--- src/rtl/irq_seq_pkg.sv ---
package irq_seq_pkg;
  localparam int ADDR_W  = 16;
  localparam int IFF_BIT = 5;

  typedef logic [ADDR_W-1:0] addr_t;
  typedef enum logic [1:0] {SEQ_IDLE, SEQ_ENTRY, SEQ_RET} seq_mode_e;

  // F byte as pushed: the live flag value overrides bit IFF_BIT
  function automatic logic [7:0] mark_flag(input logic [7:0] f, input logic en);
    logic [7:0] r;
    r = f;
    r[IFF_BIT] = en;
    return r;
  endfunction

  // Address of the low vector byte for a source
  function automatic addr_t vec_addr(input addr_t base, input addr_t nmi_base,
                                     input logic is_nmi, input logic [7:0] src);
    return is_nmi ? nmi_base : addr_t'(base + (addr_t'(src) << 1));
  endfunction
endpackage

--- src/rtl/irq_arbiter.sv ---
module irq_arbiter #(
  parameter int NSRC  = 4,
  parameter int SRC_W = (NSRC > 1) ? $clog2(NSRC) : 1
) (
  input  logic             clk,
  input  logic             rst_n,
  input  logic             nmi_req,
  input  logic [NSRC-1:0]  irq_req,
  input  logic             flag_en,
  input  logic             nmi_clear,
  output logic             want,
  output logic             pick_nmi,
  output logic [SRC_W-1:0] pick_src
);
  logic nmi_q;
  logic nmi_pend;
  logic found;

  always_ff @(posedge clk or negedge rst_n) begin
    if (!rst_n) begin
      nmi_q    <= 1'b0;
      nmi_pend <= 1'b0;
    end else begin
      nmi_q <= nmi_req;
      if (nmi_req && !nmi_q) nmi_pend <= 1'b1;
      else if (nmi_clear)    nmi_pend <= 1'b0;
    end
  end

  // scan downward so the lowest pending index is the one kept
  always_comb begin
    found    = 1'b0;
    pick_src = '0;
    for (int i = NSRC - 1; i >= 0; i--) begin
      if (irq_req[i]) begin
        found    = 1'b1;
        pick_src = SRC_W'(i);
      end
    end
  end

  assign pick_nmi = nmi_pend;
  assign want     = nmi_pend || (flag_en && found);
endmodule

--- src/rtl/irq_flag.sv ---
module irq_flag (
  input  logic clk,
  input  logic rst_n,
  input  logic ei,
  input  logic di,
  input  logic bnd,
  input  logic clr,
  input  logic load,
  input  logic load_val,
  output logic int_en
);
  logic [1:0] ei_wait;

  always_ff @(posedge clk or negedge rst_n) begin
    if (!rst_n) begin
      int_en  <= 1'b0;
      ei_wait <= 2'd0;
    end else if (load) begin
      int_en  <= load_val;
      ei_wait <= 2'd0;
    end else if (clr || di) begin
      int_en  <= 1'b0;
      ei_wait <= 2'd0;
    end else if (ei) begin
      ei_wait <= bnd ? 2'd1 : 2'd2;
    end else if (bnd && ei_wait != 2'd0) begin
      ei_wait <= ei_wait - 2'd1;
      if (ei_wait == 2'd1) int_en <= 1'b1;
    end
  end
endmodule

--- src/rtl/irq_stack_seq.sv ---
module irq_stack_seq
  import irq_seq_pkg::*;
#(
  parameter addr_t SP_INIT      = 16'h00F0,
  parameter int    ENTRY_STATES = 20,
  parameter int    CNT_W        = $clog2(ENTRY_STATES + 1)
) (
  input  logic       clk,
  input  logic       rst_n,
  input  logic       start_entry,
  input  logic       start_ret,
  input  addr_t      snap_pc,
  input  logic [7:0] snap_a,
  input  logic [7:0] snap_f,
  input  addr_t      snap_vec,
  input  logic [7:0] mem_rdata,
  output logic       busy,
  output addr_t      mem_addr,
  output logic [7:0] mem_wdata,
  output logic       mem_we,
  output logic       mem_re,
  output addr_t      sp,
  output logic       push_done,
  output logic       vec_rd,
  output logic       seq_done,
  output logic       pc_we,
  output logic       af_we,
  output addr_t      pc_out,
  output logic [7:0] a_out,
  output logic [7:0] f_out
);
  localparam logic [CNT_W-1:0] LAST_ENT = CNT_W'(ENTRY_STATES);
  localparam logic [CNT_W-1:0] LAST_RET = CNT_W'(5);

  seq_mode_e        mode;
  logic [CNT_W-1:0] cnt;
  addr_t            pc_r, vaddr_r;
  logic [7:0]       a_r, f_r, vlo, vhi;
  logic             in_ent, in_ret;

  assign in_ent = (mode == SEQ_ENTRY);
  assign in_ret = (mode == SEQ_RET);
  assign busy   = (mode != SEQ_IDLE);

  always_ff @(posedge clk or negedge rst_n) begin
    if (!rst_n) begin
      mode    <= SEQ_IDLE;
      cnt     <= '0;
      sp      <= SP_INIT;
      pc_r    <= '0;
      vaddr_r <= '0;
      a_r     <= '0;
      f_r     <= '0;
      vlo     <= '0;
      vhi     <= '0;
    end else if (start_entry) begin
      mode    <= SEQ_ENTRY;
      cnt     <= CNT_W'(1);
      pc_r    <= snap_pc;
      a_r     <= snap_a;
      f_r     <= snap_f;
      vaddr_r <= snap_vec;
    end else if (start_ret) begin
      mode <= SEQ_RET;
      cnt  <= CNT_W'(1);
    end else if (busy) begin
      if (seq_done) begin
        mode <= SEQ_IDLE;
        cnt  <= '0;
      end else begin
        cnt <= cnt + CNT_W'(1);
      end
      if (mem_we) sp <= sp - addr_t'(1);
      if (in_ent && cnt == CNT_W'(5)) vlo <= mem_rdata;
      if (in_ent && cnt == CNT_W'(6)) vhi <= mem_rdata;
      if (in_ret && mem_re) begin
        sp <= sp + addr_t'(1);
        if (cnt == CNT_W'(1)) f_r <= mem_rdata;
        if (cnt == CNT_W'(2)) a_r <= mem_rdata;
        if (cnt == CNT_W'(3)) pc_r[7:0] <= mem_rdata;
        if (cnt == CNT_W'(4)) pc_r[15:8] <= mem_rdata;
      end
    end
  end

  always_comb begin
    mem_we    = 1'b0;
    mem_re    = 1'b0;
    mem_addr  = sp;
    mem_wdata = 8'h00;
    if (in_ent) begin
      if (cnt >= CNT_W'(1) && cnt <= CNT_W'(4)) begin
        mem_we   = 1'b1;
        mem_addr = sp - addr_t'(1);
        case (cnt)
          CNT_W'(1): mem_wdata = pc_r[15:8];
          CNT_W'(2): mem_wdata = pc_r[7:0];
          CNT_W'(3): mem_wdata = a_r;
          default:   mem_wdata = f_r;
        endcase
      end else if (cnt == CNT_W'(5) || cnt == CNT_W'(6)) begin
        mem_re   = 1'b1;
        mem_addr = (cnt == CNT_W'(5)) ? vaddr_r : vaddr_r + addr_t'(1);
      end
    end else if (in_ret && cnt <= CNT_W'(4)) begin
      mem_re = 1'b1;
    end
  end

  assign push_done = in_ent && (cnt == CNT_W'(4));
  assign vec_rd    = in_ent && (cnt == CNT_W'(5));
  assign seq_done  = (in_ent && cnt == LAST_ENT) || (in_ret && cnt == LAST_RET);
  assign pc_we     = seq_done;
  assign af_we     = in_ret && (cnt == LAST_RET);
  assign pc_out    = in_ent ? {vhi, vlo} : pc_r;
  assign a_out     = a_r;
  assign f_out     = f_r;
endmodule

--- src/rtl/irq_seq.sv ---
module irq_seq
  import irq_seq_pkg::*;
#(
  parameter int    NSRC         = 4,
  parameter int    ENTRY_STATES = 20,
  parameter addr_t SP_INIT      = 16'h00F0,
  parameter addr_t VEC_BASE     = 16'h0010,
  parameter addr_t NMI_VEC      = 16'h0008
) (
  input  logic              clk,
  input  logic              rst_n,
  input  logic              boundary,
  input  logic              ei_stb,
  input  logic              di_stb,
  input  logic              reti_stb,
  input  logic              nmi_req,
  input  logic [NSRC-1:0]   irq_req,
  input  logic [ADDR_W-1:0] cur_pc,
  input  logic [7:0]        cur_a,
  input  logic [7:0]        cur_f,
  input  logic [7:0]        mem_rdata,
  output logic              busy,
  output logic              int_en,
  output logic              nmi_ack,
  output logic [NSRC-1:0]   irq_ack,
  output logic [ADDR_W-1:0] mem_addr,
  output logic [7:0]        mem_wdata,
  output logic              mem_we,
  output logic              mem_re,
  output logic [ADDR_W-1:0] sp_out,
  output logic [ADDR_W-1:0] pc_out,
  output logic              pc_we,
  output logic [7:0]        a_out,
  output logic [7:0]        f_out,
  output logic              af_we
);
  localparam int SRC_W = (NSRC > 1) ? $clog2(NSRC) : 1;

  logic             idle, accept, accept_nmi, ret_go, bnd_idle;
  logic             want, pick_nmi;
  logic [SRC_W-1:0] pick_src, src_r;
  logic             nmi_r;
  logic             push_done, vec_rd, seq_done;
  addr_t            vec_a;

  assign idle       = !busy;
  assign bnd_idle   = boundary && idle;
  assign ret_go     = reti_stb && idle;
  assign accept     = bnd_idle && !reti_stb && want;
  assign accept_nmi = accept && pick_nmi;
  assign vec_a      = vec_addr(VEC_BASE, NMI_VEC, pick_nmi, 8'(pick_src));

  always_ff @(posedge clk or negedge rst_n) begin
    if (!rst_n) begin
      src_r <= '0;
      nmi_r <= 1'b0;
    end else if (accept) begin
      src_r <= pick_src;
      nmi_r <= pick_nmi;
    end
  end

  assign nmi_ack = vec_rd && nmi_r;
  assign irq_ack = (vec_rd && !nmi_r) ? (NSRC'(1) << src_r) : '0;

  irq_arbiter #(.NSRC(NSRC), .SRC_W(SRC_W)) u_arb (
    .clk       (clk),
    .rst_n     (rst_n),
    .nmi_req   (nmi_req),
    .irq_req   (irq_req),
    .flag_en   (int_en),
    .nmi_clear (nmi_ack),
    .want      (want),
    .pick_nmi  (pick_nmi),
    .pick_src  (pick_src)
  );

  irq_flag u_flag (
    .clk      (clk),
    .rst_n    (rst_n),
    .ei       (ei_stb && idle),
    .di       (di_stb && idle),
    .bnd      (bnd_idle),
    .clr      (push_done),
    .load     (af_we),
    .load_val (f_out[IFF_BIT]),
    .int_en   (int_en)
  );

  irq_stack_seq #(.SP_INIT(SP_INIT), .ENTRY_STATES(ENTRY_STATES)) u_seq (
    .clk         (clk),
    .rst_n       (rst_n),
    .start_entry (accept),
    .start_ret   (ret_go),
    .snap_pc     (cur_pc),
    .snap_a      (cur_a),
    .snap_f      (mark_flag(cur_f, int_en)),
    .snap_vec    (vec_a),
    .mem_rdata   (mem_rdata),
    .busy        (busy),
    .mem_addr    (mem_addr),
    .mem_wdata   (mem_wdata),
    .mem_we      (mem_we),
    .mem_re      (mem_re),
    .sp          (sp_out),
    .push_done   (push_done),
    .vec_rd      (vec_rd),
    .seq_done    (seq_done),
    .pc_we       (pc_we),
    .af_we       (af_we),
    .pc_out      (pc_out),
    .a_out       (a_out),
    .f_out       (f_out)
  );
endmodule

--- config.mk ---
export PLATFORM = sky130hd
export DESIGN_NAME = irq_seq
export DESIGN_NICKNAME = d
export VERILOG_FILES = /design/src/rtl/irq_seq_pkg.sv /design/src/rtl/irq_arbiter.sv /design/src/rtl/irq_flag.sv /design/src/rtl/irq_stack_seq.sv /design/src/rtl/irq_seq.sv
export SDC_FILE = /design/constraint.sdc
export NUM_CORES = 1
export LEC_CHECK = 0
export BUFFER_PORTS_ARGS = -buffer_cell sky130_fd_sc_hd__buf_2
export CAP_MARGIN = 0
export CORE_MARGIN = 2
export CORE_UTILIZATION = 35
export CTS_BUF_LIST = sky130_fd_sc_hd__clkbuf_16
export DETAILED_ROUTE_END_ITERATION = 7
export PLACE_DENSITY = 0.56
export SETUP_SLACK_MARGIN = 0.3
export SYNTH_ARGS = -nofsm -noshare
export SYNTH_HDL_FRONTEND = slang
export SYNTH_SLANG_ARGS = --single-unit
export TNS_END_PERCENT = 20
--- constraint.sdc ---
create_clock -name clk -period 3.75 [get_ports clk]
set_input_delay 0.75 -clock clk [delete_from_list [all_inputs] [get_ports clk]]
set_output_delay 0.75 -clock clk [all_outputs]
set_load 0.005 [all_outputs]
# After elaboration in Yosys (flattened, before gate mapping)
# Cells that the tools add are included.
[classes] n_addsub=6 order_cmp=2 eq_ne=12 shifts=1 n_mux=62 n_bitwise=2 reduce_logical=51
[op_table] cell="$mux W16" n=11
[op_table] cell="$mux W8" n=14
[op_table] cell="$add A16 B1 Y16 const B" n=2
[op_table] cell="$reduce_and A4 Y1" n=7
[op_table] cell="$mux W2" n=13
[op_table] cell="$pmux W8 S3" n=1
[op_table] cell="$mux W5" n=4
[op_table] cell="$reduce_bool A2 Y1" n=10
[op_table] cell="$logic_and A1 B1 Y1" n=19
[op_table] cell="$mux W1" n=17
[op_table] cell="$sub A16 B1 Y16 const B" n=1
[op_table] cell="$eq A5 B3 Y1 const B" n=3
[op_table] cell="$reduce_bool A3 Y1" n=4
[op_table] cell="$eq A5 B2 Y1 const B" n=2
[op_table] cell="$add A5 B3 Y6 const A" n=1
[op_table] cell="$mux W6" n=1
[op_table] cell="$add A5 B1 Y5 const B" n=1
[op_table] cell="$eq A5 B1 Y1 const B" n=1
[op_table] cell="$eq A5 B5 Y1 const B" n=1
[op_table] cell="$ge A5 B1 Y1 const B" n=1
[op_table] cell="$le A5 B3 Y1 const B" n=1
[op_table] cell="$eq A2 B1 Y1 const B" n=2
[op_table] cell="$logic_not A1 Y1" n=4
[op_table] cell="$logic_or A1 B1 Y1" n=4
[op_table] cell="other kinds (10)" n=11
[word_totals] ff_bits=95 inputBits=51 out_inout_bits=83 wordCells=152

# Depth between registers and ports, before layout
[logic_depth] ltp_word=10 depth_mapped=9 depth_no_buf=8

# Cells and area by module
# A second synthesis with hierarchy kept.
[hier_totals] hier_cells=668 area_unflattened_um2=6052.1
[modules_own_cells] mod="irq_stack_seq" instances=1 cells_per_inst=614 area_per_inst_um2=5507.8
[modules_own_cells] mod="irq_seq" instances=1 cells_per_inst=20 area_per_inst_um2=236.5
[modules_own_cells] mod="irq_flag" instances=1 cells_per_inst=22 area_per_inst_um2=200.2
[modules_own_cells] mod="irq_arbiter" instances=1 cells_per_inst=12 area_per_inst_um2=107.6

# Worst setup path before layout
# Ideal clock, no wire load.
[synth_path] kind="register -> output" from="register u_seq.sp[0]" to="output port mem_addr[15]" t_arrival_ns=1.985 setup_slack_ns=1.015 path_stages_with_launch=7 n_path_buf=1 cell_sequence="dfrtp_1 buf_6 or4_4 nor4_4 nand4_2 or4_1 a21oi_1"
[synth_between] elab_chain_len=3
[synth_lines] element="start, declared" line_no="irq_stack_seq.sv:22" rtl="output addr_t sp,"
[synth_lines] element="start signal, assigned" line_no="irq_stack_seq.sv:73" rtl="if (mem_we) sp <= sp - addr_t'(1);"
[synth_lines] element="start signal, assigned" line_no="irq_stack_seq.sv:77" rtl="sp <= sp + addr_t'(1);"
[synth_lines] element="$sub A16 B1 Y16" line_no="irq_stack_seq.sv:94" rtl="mem_addr = sp - addr_t'(1);"
[synth_lines] element="$mux W16" line_no="irq_stack_seq.sv:92" rtl="if (cnt >= CNT_W'(1) && cnt <= CNT_W'(4)) begin"
[synth_lines] element="$mux W16" line_no="irq_stack_seq.sv:91" rtl="if (in_ent) begin"
[synth_lines] element="end, declared" line_no="irq_seq.sv:26" rtl="output logic [ADDR_W-1:0] mem_addr,"
# Every way passes these cells.

# Final worst setup path
[layout_path] from="register u_seq.cnt[2]" to="output port mem_addr[15]"
[layout_between] elab_chain_len=5 word_cells_on_any_way=10 cone_classes="2 x order compare; 2 x eq/ne; 4 x mux; 2 x reduce/logical"
[layout_lines] element="start, declared" line_no="irq_stack_seq.sv:36" rtl="logic [CNT_W-1:0] cnt;"
[layout_lines] element="start signal, assigned" line_no="irq_stack_seq.sv:71" rtl="cnt <= cnt + CNT_W'(1);"
[layout_lines] element="parallel branches: the longest is 3 deep, another holds $ge A5 B1 Y1"
[layout_lines] element="$mux W16 (*)" line_no="irq_stack_seq.sv:92"
[layout_lines] element="$mux W16 (*)" line_no="irq_stack_seq.sv:91"
# Mark *: on every way between the ends.

==> reports/metrics.yaml <==
route:
  met1Wirelength_um: 6650
  via_per_inst: 5.43
  drc_errors: 0
  final_antenna_net_count: 0
  top_layer_used: "met4"
  drt_pass1_iterations: 5
  dr.first_iter.drc_count: 360
  wl_um: 14800
  via_count: 4635
  met2WireLength_um: 6810
  met3WireLength_um: 940
  wire_per_inst_um: 17.4
global_routing:
  antenna_found_initial: 0
  grt_usage: 0.201
  grt_max_degree: 83
  grt.overflow.total: 0
  grt_pass1_vias: 4439
  grt_pass1_wl_um: 23200
floorplanning:
  core-area_um2: 13800
  std_cell_rows: 43
  die_w_um: 123
  die-height_um: 123
  io-pin-count: 134
  initial_utilization: 0.357
  die-area_um2: 15100
sta:
  fmax_mhz: 293
  setup_violations: 0
  slew_headroom: 0.285
  worst_slew_pin_slew_ns: 1.07
  min_period_ns: 3.42
  hold_viol: 0
  fin_setup_tns_ns: 0
  rsz0062_at_grt: "yes"
  period_share: 0.911
  clock_skew_ns: 0.00633
  holdWs_ns: 0.431
  setup_ws_ns: 0.334
  maxSlewViolCount: 0
finish:
  syn2layout_area_growth_pct: 23.3
  fin_cells: 854
  nets: 728
  drive_above_1_share: 0.288
  num_antenna_cells: 0
  final_area_um2: 6080
  fin_util: 0.440
  n_fill_cell: 1369
  seq_area_um2: 2060
  multi_input_area_um2: 2650
clock_tree:
  post_cts_buffers: 0
  cts_buffers: 9
  insertion_delay_ns: 0.34
  clockRootBuffer: "clkbuf_16"
  cts_hold_buf: 0
  cts_tree: "done"
  clkSinkCount: 82
  clockBufferDepth: 2
  cts-resized-gates: 0
  clkTransAtPathRegs_ns: 0.06
  h-tree-depth: 3
power:
  p_leak_nw: 2.97
  ir_drop_mv: 0.274
  p_total_mw: 5.10
  power_density_nw_per_um2: 839
hold_path:
  hp-class: "reg -> reg"
setup_path:
  start_kind: "flop"
  path_cells: "or3_1, buf_4, o2bb2ai_1, nand4_2, or4_1, a21oi_1, buf_2"
  slowest_delay_ns: 0.46
  critPathKind: "reg -> out"
  cp_slowest_cell: "dfrtp_1"
  critPathRequiredTime_ns: 3.00
  cp_data_arrival_time_ns: 2.67
  worst_setup_path_end_kind: "output pin"
  critical_path.max_fanout: 12
logic_synthesis:
  synth.area.top_cells: "dfrtp_1 40%, mux2i_1 6.5%, nor2_1 6.2%, nand2_1 5.6%, a21oi_1 5.2%"
  avgSynthCellArea_um2: 8.90
  async_reset_ff_frac: 1.00
  synth_edf_count: 0
  synth_cells: 554
  syn_area_um2: 4930
  yosys_warnings: 0
  synth.top_cell.area_share: 0.396
  synth_largest_area_cell: "dfrtp_1"
  synth_seq_cells: 82
  ys_seq_area_frac: 0.417
  ys_types: 65
  ys.flop_type: "dfrtp_1"
  synth.net_count: 613
placed_design:
  pre_cts_ws_ns: 0.698
  port_buffers: 132
  place.gp.congestion: 0.881
  dpl.hpwl_um: 10600
  place_inst: 838
  place_area_um2: 5750
flow_run:
  maxCapViolations: 0
outcome:
  status: "complete, no violations"
-- layout by cell type (no fill, tap or decap), types with 2 or more instances in the layout --
cell type / synthesis / layout
buf_2: 11 / 131
nor2_1: 81 / 81
dfrtp_1: 78 / 78
nand2_1: 73 / 73
a21oi_1: 51 / 51
mux2i_1: 32 / 32
inv_1: 15 / 17
mux2_2: 17 / 17
o21ai_0: 16 / 16
xor2_1: 14 / 14
nand3_1: 13 / 13
xnor2_1: 12 / 12
buf_4: 1 / 11
clkbuf_16: 0 / 9
a222oi_1: 8 / 8
ha_1: 8 / 8
nand4_1: 7 / 7
o31ai_1: 7 / 7
and3_1: 6 / 6
nor3_1: 5 / 5
a31oi_1: 4 / 4
dfstp_2: 4 / 4
o2bb2ai_1: 3 / 3
nor4b_2: 3 / 3
nor2b_1: 4 / 3
nor4b_1: 3 / 3
a22oi_1: 3 / 3
o22ai_1: 3 / 3
or4_1: 3 / 3
bufinv_16: 0 / 3
nand2b_1: 2 / 2
and2_1: 2 / 2
nor4_4: 2 / 2
and4_1: 2 / 2
nor4_2: 2 / 2
o21ai_1: 2 / 2
a22o_1: 2 / 2
clkinv_1: 1 / 2
o21bai_1: 2 / 2
-- cells in the mapped netlist (2+ instances only) --
cell / number
o21ai_1: 2
o21ai_0: 16
buf_1: 4
dfrtp_1: 78
buf_2: 11
and3_1: 6
nand4_1: 7
a31oi_1: 4
dfstp_2: 4
and2_1: 2
nor4b_1: 3
o22ai_1: 3
nand2b_1: 2
nor3_1: 5
inv_1: 15
nor2_1: 81
clkbuf_1: 22
nor4_2: 2
xnor2_1: 12
mux2_2: 17
a22oi_1: 3
mux2i_1: 32
a21oi_1: 51
a222oi_1: 8
o2bb2ai_1: 3
nand2_1: 73
nor2b_1: 4
and4_1: 2
a22o_1: 2
ha_1: 8
xor2_1: 14
nand3_1: 13
o21bai_1: 2
nor4b_2: 3
o31ai_1: 7
nor4_4: 2
or4_1: 3
-- routing by layer --
metal  vias to the layer above  global-route usage
met1                      2262               0.266
met3                        33              0.0455
met2                       161               0.311
met4                         0              0.0991
met5                         -                   0
li1                       2179                   -
-- path summary, 6_finish.rpt --
check                            endpoint         start  depth (start not counted)  slack [ns]
max                          mem_addr[15]  u_seq.cnt[2]                          7        0.33
min                        u_arb.pick_nmi   u_arb.nmi_q                          1        0.43
max reg2reg                   u_seq.sp[2]  u_seq.cnt[2]                          8        1.46
min reg2reg                u_arb.pick_nmi   u_arb.nmi_q                          1        0.43
max in group asynchronous    u_seq.cnt[0]         rst_n                          1        2.46
min in group asynchronous    u_seq.sp[14]         rst_n                          1        0.59
-- cells by family (layout without fill, tap and decap cells) --
group	after synthesis	in the layout	share of synthesized area
adder cells (fa/ha/maj)	8	8	0.0203
AO/OA/AOI/OAI	113	113	0.145
XOR/XNOR	26	26	0.0462
buffers and inverters	55	175	0.0469
flip-flops	82	82	0.417
AND/OR/NAND/NOR	221	221	0.221
multiplexers	49	49	0.104
-- report_power, final --
group	internal [mW]	total (mW)	leakage [nW]	switching (mW)
registers	1.31	1.83	0.932	0.521
logic	1.04	2.27	1.87	1.23
clock network	0.645	1.00	0.170	0.357
-- area by class of cell --
class / count / share of cell area
Clock inverter: 7 / 0.0181
Inverter: 16 / 0.00988
Clock buffer: 9 / 0.0370
Timing Repair Buffer: 143 / 0.125
Sequential cell: 82 / 0.338
Tap cell: 180 / 0.0370
Multi-Input combinational cell: 417 / 0.435
-- worst max-delay path, delay by kind of cell, from the launching register on --
family	cells	cell delay (ns)
AO/OA/AOI/OAI	2	0.48
buffers and inverters	2	0.33
flip-flops	1	0.46
AND/OR/NAND/NOR	3	1.04
-- sequential cells by signal, summed over array words and instances (netlist names) --
name and flops:
u_seq.pc_r 16, u_seq.sp 16, u_seq.a_out 8, u_seq.f_out 8, u_seq.vhi 8, u_seq.vlo 8, u_seq.cnt 5, u_seq.vaddr_r 4
src_r 2, u_flag.ei_wait 2, u_seq.mode 2, u_arb.nmi_q 1, u_arb.pick_nmi 1, u_flag.int_en 1
Power figures use the tool's default switching activity.
